<file path="src/rtl/hpf_pkg.sv">
// Shared types for the host prefetch controller.
package hpf_pkg;
    typedef enum logic [1:0] {
        S_IDLE = 2'd0,  // waiting for a pending host access
        S_MEM  = 2'd1,  // host-owned memory access outstanding
        S_RESP = 2'd2,  // ready pulse to host
        S_PREF = 2'd3   // look-ahead read outstanding
    } hpf_state_t;
endpackage

</file>
<file path="src/rtl/hpf_mode_dec.sv">
// Decodes the two mode inputs into prefetch triggers.
// Assumes the inputs are synchronous to clk.
module hpf_mode_dec (
    input  logic inc_en,
    input  logic pf_on_wr,
    output logic pf_after_rd,
    output logic pf_after_wr
);
    // Look-ahead only when increment is on; the second bit picks the trigger.
    always_comb begin
        pf_after_rd = inc_en & ~pf_on_wr;
        pf_after_wr = inc_en &  pf_on_wr;
    end
endmodule

</file>
<file path="src/rtl/hpf_buffer.sv">
// Single-entry look-ahead holding buffer with address compare.
// A load fills it, a host write to the held address refreshes the data,
// and clr empties it. Assumes load and clr are never high together.
module hpf_buffer #(
    parameter int AW = 16,
    parameter int DW = 32
) (
    input  logic          clk,
    input  logic          rst_n,
    input  logic          clr,
    input  logic          load,
    input  logic [AW-1:0] ld_addr,
    input  logic [DW-1:0] ld_data,
    input  logic          wr_upd,
    input  logic [AW-1:0] wr_addr,
    input  logic [DW-1:0] wr_data,
    input  logic [AW-1:0] lk_addr,
    output logic          hit,
    output logic [DW-1:0] q_data
);
    logic          valid_q;
    logic [AW-1:0] addr_q;

    // Valid flag: set by a load, cleared by reset or mode change.
    always_ff @(posedge clk) begin
        if (!rst_n || clr) valid_q <= 1'b0;
        else if (load)     valid_q <= 1'b1;
    end

    // Address and data storage; a host write to the held word refreshes it.
    always_ff @(posedge clk) begin
        if (!rst_n) begin
            addr_q <= '0;
            q_data <= '0;
        end else if (load) begin
            addr_q <= ld_addr;
            q_data <= ld_data;
        end else if (wr_upd && valid_q && wr_addr == addr_q) begin
            q_data <= wr_data;
        end
    end

    // Hit compare against the captured host address.
    always_comb hit = valid_q && (lk_addr == addr_q);


    clear_empties_chk: assert property (@(posedge clk) disable iff (!rst_n)
        clr |=> !valid_q);

    write_refresh_chk: assert property (@(posedge clk) disable iff (!rst_n)
        (wr_upd && valid_q && wr_addr == addr_q && !load && !clr) |=> (q_data == $past(wr_data)));
endmodule

</file>
<file path="src/rtl/hpf_ctrl.sv">
// Host port access controller with sequential look-ahead.
// Captures the host request on the falling edge of chip select and serves it
// from the look-ahead buffer (read hit) or from memory. It may then fetch
// the next word into the buffer. Assumes the host holds chip select low until
// host_rdy and the memory acks once per request.
module hpf_ctrl #(
    parameter int AW = 16,
    parameter int DW = 32
) (
    input  logic          clk,
    input  logic          rst_n,
    input  logic          inc_en,
    input  logic          pf_on_wr,
    input  logic          host_cs_n,
    input  logic          host_we,
    input  logic [AW-1:0] host_addr,
    input  logic [DW-1:0] host_wdata,
    output logic [DW-1:0] host_rdata,
    output logic          host_rdy,
    output logic          mem_req,
    output logic          mem_we,
    output logic [AW-1:0] mem_addr,
    output logic [DW-1:0] mem_wdata,
    input  logic          mem_ack,
    input  logic [DW-1:0] mem_rdata
);
    import hpf_pkg::*;

    localparam logic [AW-1:0] STEP = AW'(1);

    hpf_state_t    state_q;
    logic          cs_q, cs_fall;
    logic          pend_q, req_we_q;
    logic [AW-1:0] req_addr_q, pf_tgt_q;
    logic [DW-1:0] req_wdata_q;
    logic [1:0]    mode_q;
    logic          mode_chg, pf_kill_q;
    logic          pf_after_rd, pf_after_wr, pf_go;
    logic          buf_hit, buf_load, buf_wr;
    logic [DW-1:0] buf_data;

    hpf_mode_dec u_dec (
        .inc_en      (inc_en),
        .pf_on_wr    (pf_on_wr),
        .pf_after_rd (pf_after_rd),
        .pf_after_wr (pf_after_wr)
    );

    always_comb begin
        cs_fall  = !host_cs_n && cs_q;
        mode_chg = {inc_en, pf_on_wr} != mode_q;
        pf_go    = req_we_q ? pf_after_wr : pf_after_rd;
        buf_load = (state_q == S_PREF) && mem_ack && !pf_kill_q && !mode_chg;
        buf_wr   = (state_q == S_MEM) && mem_ack && req_we_q;
    end

    hpf_buffer #(.AW(AW), .DW(DW)) u_buf (
        .clk     (clk),
        .rst_n   (rst_n),
        .clr     (mode_chg),
        .load    (buf_load),
        .ld_addr (pf_tgt_q),
        .ld_data (mem_rdata),
        .wr_upd  (buf_wr),
        .wr_addr (req_addr_q),
        .wr_data (req_wdata_q),
        .lk_addr (req_addr_q),
        .hit     (buf_hit),
        .q_data  (buf_data)
    );

    // Chip-select edge detector and mode history.
    always_ff @(posedge clk) begin
        if (!rst_n) begin
            cs_q   <= 1'b1;
            mode_q <= 2'b00;
        end else begin
            cs_q   <= host_cs_n;
            mode_q <= {inc_en, pf_on_wr};
        end
    end

    // Host request capture on the falling edge of chip select.
    always_ff @(posedge clk) begin
        if (!rst_n) begin
            pend_q      <= 1'b0;
            req_we_q    <= 1'b0;
            req_addr_q  <= '0;
            req_wdata_q <= '0;
        end else if (cs_fall) begin
            pend_q      <= 1'b1;
            req_we_q    <= host_we;
            req_addr_q  <= host_addr;
            req_wdata_q <= host_wdata;
        end else if (state_q == S_RESP) begin
            pend_q      <= 1'b0;
        end
    end

    // Main sequencer: serve, respond, then optionally look ahead.
    always_ff @(posedge clk) begin
        if (!rst_n) begin
            state_q    <= S_IDLE;
            pf_tgt_q   <= '0;
            pf_kill_q  <= 1'b0;
            host_rdata <= '0;
        end else begin
            case (state_q)
                S_IDLE: if (pend_q) begin
                    if (!req_we_q && buf_hit) begin
                        host_rdata <= buf_data;
                        state_q    <= S_RESP;
                    end else begin
                        state_q    <= S_MEM;
                    end
                end
                S_MEM: if (mem_ack) begin
                    if (!req_we_q) host_rdata <= mem_rdata;
                    state_q <= S_RESP;
                end
                S_RESP: begin
                    pf_tgt_q  <= req_addr_q + STEP;
                    pf_kill_q <= 1'b0;
                    state_q   <= pf_go ? S_PREF : S_IDLE;
                end
                S_PREF: begin
                    if (mode_chg) pf_kill_q <= 1'b1;
                    if (mem_ack)  state_q   <= S_IDLE;
                end
                default: state_q <= S_IDLE;
            endcase
        end
    end

    // Memory port and host ready decode from the sequencer state.
    always_comb begin
        mem_req   = (state_q == S_MEM) || (state_q == S_PREF);
        mem_we    = (state_q == S_MEM) && req_we_q;
        mem_addr  = (state_q == S_PREF) ? pf_tgt_q : req_addr_q;
        mem_wdata = req_wdata_q;
        host_rdy  = (state_q == S_RESP);
    end


    rdy_pulse_chk: assert property (@(posedge clk) disable iff (!rst_n)
        host_rdy |=> !host_rdy);

    rdy_not_busy_chk: assert property (@(posedge clk) disable iff (!rst_n)
        !(host_rdy && mem_req));

    req_hold_chk: assert property (@(posedge clk) disable iff (!rst_n)
        (mem_req && !mem_ack) |=> (mem_req && $stable(mem_addr) && $stable(mem_we)));

    hit_no_mem_chk: assert property (@(posedge clk) disable iff (!rst_n)
        (state_q == S_IDLE && pend_q && !req_we_q && buf_hit) |=> (host_rdy && !mem_req));

    no_pref_off_chk: assert property (@(posedge clk) disable iff (!rst_n)
        (host_rdy && !inc_en) |=> !mem_req);
endmodule

</file>
<file path="config.mk">
export PLATFORM = sky130hd
export DESIGN_NAME = hpf_ctrl
export DESIGN_NICKNAME = d
export VERILOG_FILES = /design/src/rtl/hpf_pkg.sv /design/src/rtl/hpf_mode_dec.sv /design/src/rtl/hpf_buffer.sv /design/src/rtl/hpf_ctrl.sv
export SDC_FILE = /design/constraint.sdc
export NUM_CORES = 1
export LEC_CHECK = 0
export ABC_CLOCK_PERIOD_IN_PS = 3500
export BUFFER_PORTS_ARGS = -buffer_cell sky130_fd_sc_hd__clkbuf_2
export CELL_PAD_IN_SITES_DETAIL_PLACEMENT = 0
export CELL_PAD_IN_SITES_GLOBAL_PLACEMENT = 1
export CORE_MARGIN = 1.5
export CORE_UTILIZATION = 43
export CTS_CLUSTER_SIZE = 25
export DETAILED_ROUTE_END_ITERATION = 6
export PLACE_DENSITY_LB_ADDON = 0.15
export SYNTH_ARGS = -nofsm -noshare
export SYNTH_HDL_FRONTEND = slang
export SYNTH_SLANG_ARGS = --single-unit
</file>
<file path="constraint.sdc">
create_clock -name clk -period 3.5 [get_ports clk]
set_input_delay 0 -clock clk [delete_from_list [all_inputs] [get_ports clk]]
set_output_delay 0 -clock clk [all_outputs]
set_load 0.1 [all_outputs]
</file>
## After elaboration in Yosys (flattened, before gate mapping)

Index checks and enable logic that the tools add are counted.
Widths: inputs -> output; s select.

- Bits in registers: 153
- Bits of input ports: 87
- Output and inout port bits: 83
- Logic and storage cells: 73

- Eq/ne operators: 11
- Muxes and demuxes: 19
- Reduce and logical (&&, ||, !) cells: 26
- Bitwise gates (word level): 3
- $add $sub $neg: 1

Operators by type and width:

| operator | count |
|---|---|
| $mux 32 | 6 |
| $pmux 32 s2 | 1 |
| $add 16x1->16 const B | 1 |
| $eq 16x16->1 | 1 |
| $mux 16 | 1 |
| $logic_and 1x1->1 | 11 |
| $mux 2 | 5 |
| $ne 2x2->1 const B | 5 |
| $pmux 2 s4 | 1 |
| $reduce_bool 2->1 | 4 |
| $logic_not 1->1 | 5 |
| $reduce_and 5->1 | 1 |
| $eq 2x2->1 const B | 2 |
| $mux 1 | 4 |
| $reduce_and 3->1 | 1 |
| $and 1x1->1 | 2 |
| $eq 2x1->1 const B | 1 |
| $logic_not 2->1 | 1 |
| $logic_or 1x1->1 | 2 |
| $ne 2x1->1 const B | 1 |
| $ne 2x2->1 | 1 |
| $pmux 1 s2 | 1 |
| $reduce_and 2->1 | 1 |
| $not 1->1 | 1 |

## Logic depth before layout (Yosys ltp)

- Word-level depth: 7
- Gate-level depth with buffers: 8
- Mapped depth without buffers: 6

## Hierarchy

From an unflattened synthesis, not the netlist that was laid out.

- Cell total of the unflattened synthesis: 759
- Area total of the unflattened synthesis: 7257.0 um2

Modules (own cells, without submodules):

| module | cells an instance | area an instance (um2) | seq. area each (um2) | times used |
|---|---|---|---|---|
| hpf_ctrl | 511 | 4543.1 | 2082.0 | 1 |
| hpf_buffer | 246 | 2697.6 | 980.9 | 1 |
| hpf_mode_dec | 2 | 16.3 | 0.0 | 1 |

## Worst setup path after synthesis

Ideal clock, no wire load.

- Kind: flip-flop to flip-flop
- Start: register state_q[0]
- End: register u_buf.q_data[10]
- Stages on the path, launching flop included: 8
- Arrival: 2.271 ns
- Path buffers: 3
- Library setup time: 0.120 ns
- Setup slack: 1.109 ns
- Period minus slack after synthesis: 2.391 ns
- Data required time: 3.380 ns
- Path through: dfxtp_1 buf_2 nor2b_1 clkbuf_1 and2_1 a41oi_4 buf_6 mux2i_1

- Longest elaborated chain between the ends: 6
- Elaborated cells between the ends (all ways): 11
- Classes of those cells: 2 x eq/ne; 1 x mux; 8 x reduce/logical

RTL lines:

| what | line | RTL |
|---|---|---|
| start, declared | hpf_ctrl.sv:31 | `hpf_state_t state_q;` |
| start signal, assigned | hpf_ctrl.sv:124 | `state_q <= pf_go ? S_PREF : S_IDLE;` |
| $eq 2x1->1 | hpf_ctrl.sv:54 | `buf_wr = (state_q == S_MEM) && mem_ack && req_we_q;` |
| $logic_and 1x1->1 (2 in series) | hpf_ctrl.sv:54 |  |
| $logic_and 1x1->1 (2 in series) | hpf_buffer.sv:38 | `end else if (wr_upd && valid_q && wr_addr == addr_q) begin` |
| $reduce_bool 2->1 (no line) | n/a |  |
| end signal, assigned | hpf_buffer.sv:37 | `q_data <= ld_data;` |
| end signal, assigned | hpf_buffer.sv:39 | `q_data <= wr_data;` |
| end, declared | hpf_buffer.sv:19 | `output logic [DW-1:0] q_data` |

Parallel ways exist; a longest one is shown, timed or not.
A chain may end at the register's enable or synchronous reset.

## Worst setup path after layout

- Start: register state_q[0]
- End: register u_buf.q_data[2]

The elaborated chain is that of the path after synthesis.

==> metrics.csv <==
stage,metric,value,unit
critical_path,r2r setup slk,1060,ps
critical_path,CP Class,register to register,
clocking,Post-CTS Repair Setup Buffers,0,
placed_design,IO Port Bufs,169,
sta,Tcrit/Tclk final,69.69,%
clocking,"Clk pin slew, worst setup/hold paths",60,ps
sta,final number of hold-violating endpoints,0,
floorplanning,Core Area,0.01600,mm^2
clocking,CTS sink count,153,
sta,setup TNS,0,ps
logic_synthesis,YS warnings,0,
floorplanning,row count,46,
floorplanning,die area,0.01730,mm^2
global_routing,Tot GR Track Use,21.55,%
logic_synthesis,syn nets,903,
min_path,hold path cells,4,
pwr,clock share of power,40.9,%
pwr,PwrDens,465.0,mW/mm^2
clocking,Root Buffer,clkbuf_16,
sta,Slew Limit Fails,0,
pwr,Pwr Total,4.321,mW
logic_synthesis,leading area contributor after synthesis,dfxtp_1,
logic_synthesis,number of synthesized flops with an enable pin,0,
sta,final setup fails,0,
critical_path,WP data arrival,2720,ps
pwr,P_sw,1.238,mW
logic_synthesis,area share of the largest cell type after synthesis,43.11,%
cells_and_area,post-layout util,58.08,%
route,Pre-Repair DR Iteration Count,4,
floorplanning,Initial Util,44.40,%
cells_and_area,P&R area growth vs syn,30.80,%
sta,RSZ-0062 raised after global routing,false,
cells_and_area,fillcell total,1486,
critical_path,worst reg2reg path endpoint,u_buf.q_data[2]$_SDFFE_PN0P_,
sta,Slew @ Worst Pin,1128,ps
global_routing,initial antenna violation count,0,
pwr,switch share,28.66,%
cells_and_area,Antenna diodes,0,
placed_design,Cells after DPL,1147,
cells_and_area,register area,0.003063,mm^2
route,Routed WL,18400,um
logic_synthesis,Synth Register Bits,153,
route,drt wl/cell,14.72,um
clocking,Num CTS Buffers,17,
min_path,worst min path class,primary input to register,
placed_design,Final HPWL DP,12040,um
global_routing,grt ovf,0,
floorplanning,die width,131.5,um
cells_and_area,Post-Layout Cell Count,1250,
logic_synthesis,Gate Count Post-Synth,815,
clocking,CTS tree,built,
route,DRT iter0 DRCs,292,
clocking,clk_lat worst skew,420,ps
route,DRC violation count after routing,0,
sta,max_slew headroom,24.81,%
critical_path,Crit Path Max Fanout,32,
sta,Fmax,410.0,MHz
pwr,LEAKAGE,4.156,nW
critical_path,CP endpoint kind,register,
global_routing,largest net degree at the start of global routing,77,
route,Vias/cell,4.926,
cells_and_area,fin nets,1109,
critical_path,Critical Path RT,3780,ps
run_status,outcome,finished clean,
floorplanning,DIE HEIGHT,131.5,um
logic_synthesis,synthesized area,0.007104,mm^2
run,max cap viols,0,
logic_synthesis,Synth async-reset ratio,0,%
logic_synthesis,syn avg cell area,8.717,um^2
clocking,H-tree levels,4,
sta,Tmin final,2439,ps
min_path,Hold Path Origin,mem_rdata[20],
pwr,peak supply drop,0.0004118,V
clocking,Max Root-Sink Buffers,2,
critical_path,startpoint types,register,
floorplanning,Top Ports,170,
logic_synthesis,distinct cell type count after synthesis,41,
global_routing,first-pass GRT wire length,30260,um
cells_and_area,multi-input logic area,0.003746,mm^2
placed_design,global placement routability congestion,0.7903,
logic_synthesis,"Seq/Total Area, Yosys",43.11,%
critical_path,worst reg2reg startpoint,state_q[0]$_SDFFE_PN0P_,
pwr,sequential share of power,42.5,%
route,Vias,6157,
sta,Setup Skew,8.408,ps
logic_synthesis,Synth Flop Type,dfxtp_1,
logic_synthesis,cells taking the most area after synthesis,"dfxtp_1, nand2_1, mux2_2, mux2i_1, a21oi_1",
min_path,Worst Hold End,u_buf.q_data[20]$_SDFFE_PN0P_,
logic_synthesis,most frequent cells after synthesis,"nand2_1, dfxtp_1, mux2_2",
pwr,Pint,3.083,mW
logic_synthesis,"count leader, synth",nand2_1,
critical_path,reg2reg path depth,6,
global_routing,vias in the first global route,6179,
pwr,combinational power share,16.5,%
cells_and_area,ratio of cells with drive above 1 in the final layout,29.11,%
route,post-route ant nets,0,
[cell type report]
class | count | share of cell area (%)
Inverter | 4 | 0.1616
Timing Repair Buffer | 251 | 17.67
Clock buffer | 23 | 4.928
Clock inverter | 9 | 1.064
Sequential cell | 153 | 32.96
Multi-Input combinational cell | 594 | 40.31
Tap cell | 216 | 2.908
[power by group through the flow]
| stage | registers [mW] | clock network, mW | logic (mW) |
|---|---|---|---|
| after global placement | 1.87 | 0 | 0.646 |
| after floorplan | 2.03 | 0 | 0.348 |
| after global routing | 1.84 | 1.89 | 0.760 |
| after CTS | 1.84 | 1.80 | 0.717 |
| final | 1.84 | 1.77 | 0.714 |
| after detailed placement | 1.88 | 0 | 0.653 |
[per-layer routing]
| layer | part of all wire, % | vias to the layer above | global-route usage, % | wire (um) |
|---|---|---|---|---|
| met4 | 1.3 | 0 | 6.790 | 245 |
| met2 | 49 | 145 | 37.05 | 8967 |
| met1 | 46 | 2875 | 27.06 | 8459 |
| met3 | 4.0 | 19 | 4.360 | 731 |
| met5 | 0 | - | 0 | 0 |
| li1 | - | 3118 | - | - |
[registers in the layout (all words and copies together), names as in the netlist]
| name | flops |
|---|---|
| host_rdata | 32 |
| mem_wdata | 32 |
| u_buf.q_data | 32 |
| pf_tgt_q | 16 |
| req_addr_q | 16 |
| u_buf.addr_q | 16 |
| mode_q | 2 |
| state_q | 2 |
| cs_q | 1 |
| pend_q | 1 |
| pf_kill_q | 1 |
| req_we_q | 1 |
| u_buf.valid_q | 1 |
[worst max path at each step]
stage | cells after the start | endpoint | from | slack, ps
6_report | 6 | u_buf.q_data[2]$_SDFFE_PN0P_ | state_q[0]$_SDFFE_PN0P_ | 1060
3_3_place_gp | 6 | u_buf.q_data[13]$_SDFFE_PN0P_ | state_q[0]$_SDFFE_PN0P_ | 1140
4_1_cts | 6 | u_buf.q_data[25]$_SDFFE_PN0P_ | state_q[0]$_SDFFE_PN0P_ | 1040
2_1_floorplan | 7 | u_buf.q_data[10]$_SDFFE_PN0P_ | state_q[0]$_SDFFE_PN0P_ | 1110
3_5_place_dp | 6 | u_buf.q_data[25]$_SDFFE_PN0P_ | state_q[0]$_SDFFE_PN0P_ | 1050
5_1_grt | 6 | u_buf.q_data[6]$_SDFFE_PN0P_ | state_q[0]$_SDFFE_PN0P_ | 900
[cell families (layout without fill, tap and decap cells)]
| kind of cell | Yosys count | in the layout | share of synthesized area [%] |
|---|---|---|---|
| multiplexers | 145 | 145 | 21.84 |
| buffers and inverters | 68 | 287 | 4.561 |
| flip-flops | 153 | 153 | 43.11 |
| AO/OA/AOI/OAI | 92 | 92 | 7.626 |
| XOR/XNOR | 32 | 32 | 3.945 |
| adder cells (fa/ha/maj) | 1 | 1 | 0.1761 |
| AND/OR/NAND/NOR | 324 | 324 | 18.74 |
[worst max-delay path, cell delays in order (launching register included)]
cell,delay (ps)
dfxtp_1,500
nand2_2,390
nor4_4,420
buf_4,390
a41oi_4,40
buf_4,320
mux2i_1,190
[cell usage in the layout, fill, tap and decap left out, types with 17 or more instances in the layout]
cell type and count:
a21oi_1 68, nor2_1 24, xnor2_1 23, clkbuf_2 168, nand2_1 262, mux2i_1 65
dlygate4sd3_1 71, dfxtp_1 153, mux2_2 80, clkbuf_16 17
[repair_timing]
item                      in CTS  in global routing
resized for setup              0                  0
hold endpoints to repair      76                  0
hold buffers                  71                  0
[through the flow]
step / hold slack, ps / area, um^2 / setup slack (ps)
3_5_place_dp: 228.3 / 8025 / 1051
3_3_place_gp: 222.3 / 8025 / 1135
4_1_cts: 0.1525 / 9293 / 1045
2_1_floorplan: 101.5 / 7104 / 1109
5_1_grt: 18.09 / 9293 / 900.0
6_report: 11.86 / 9293 / 1061
Note: power is estimated with default switching activity, not from simulation.
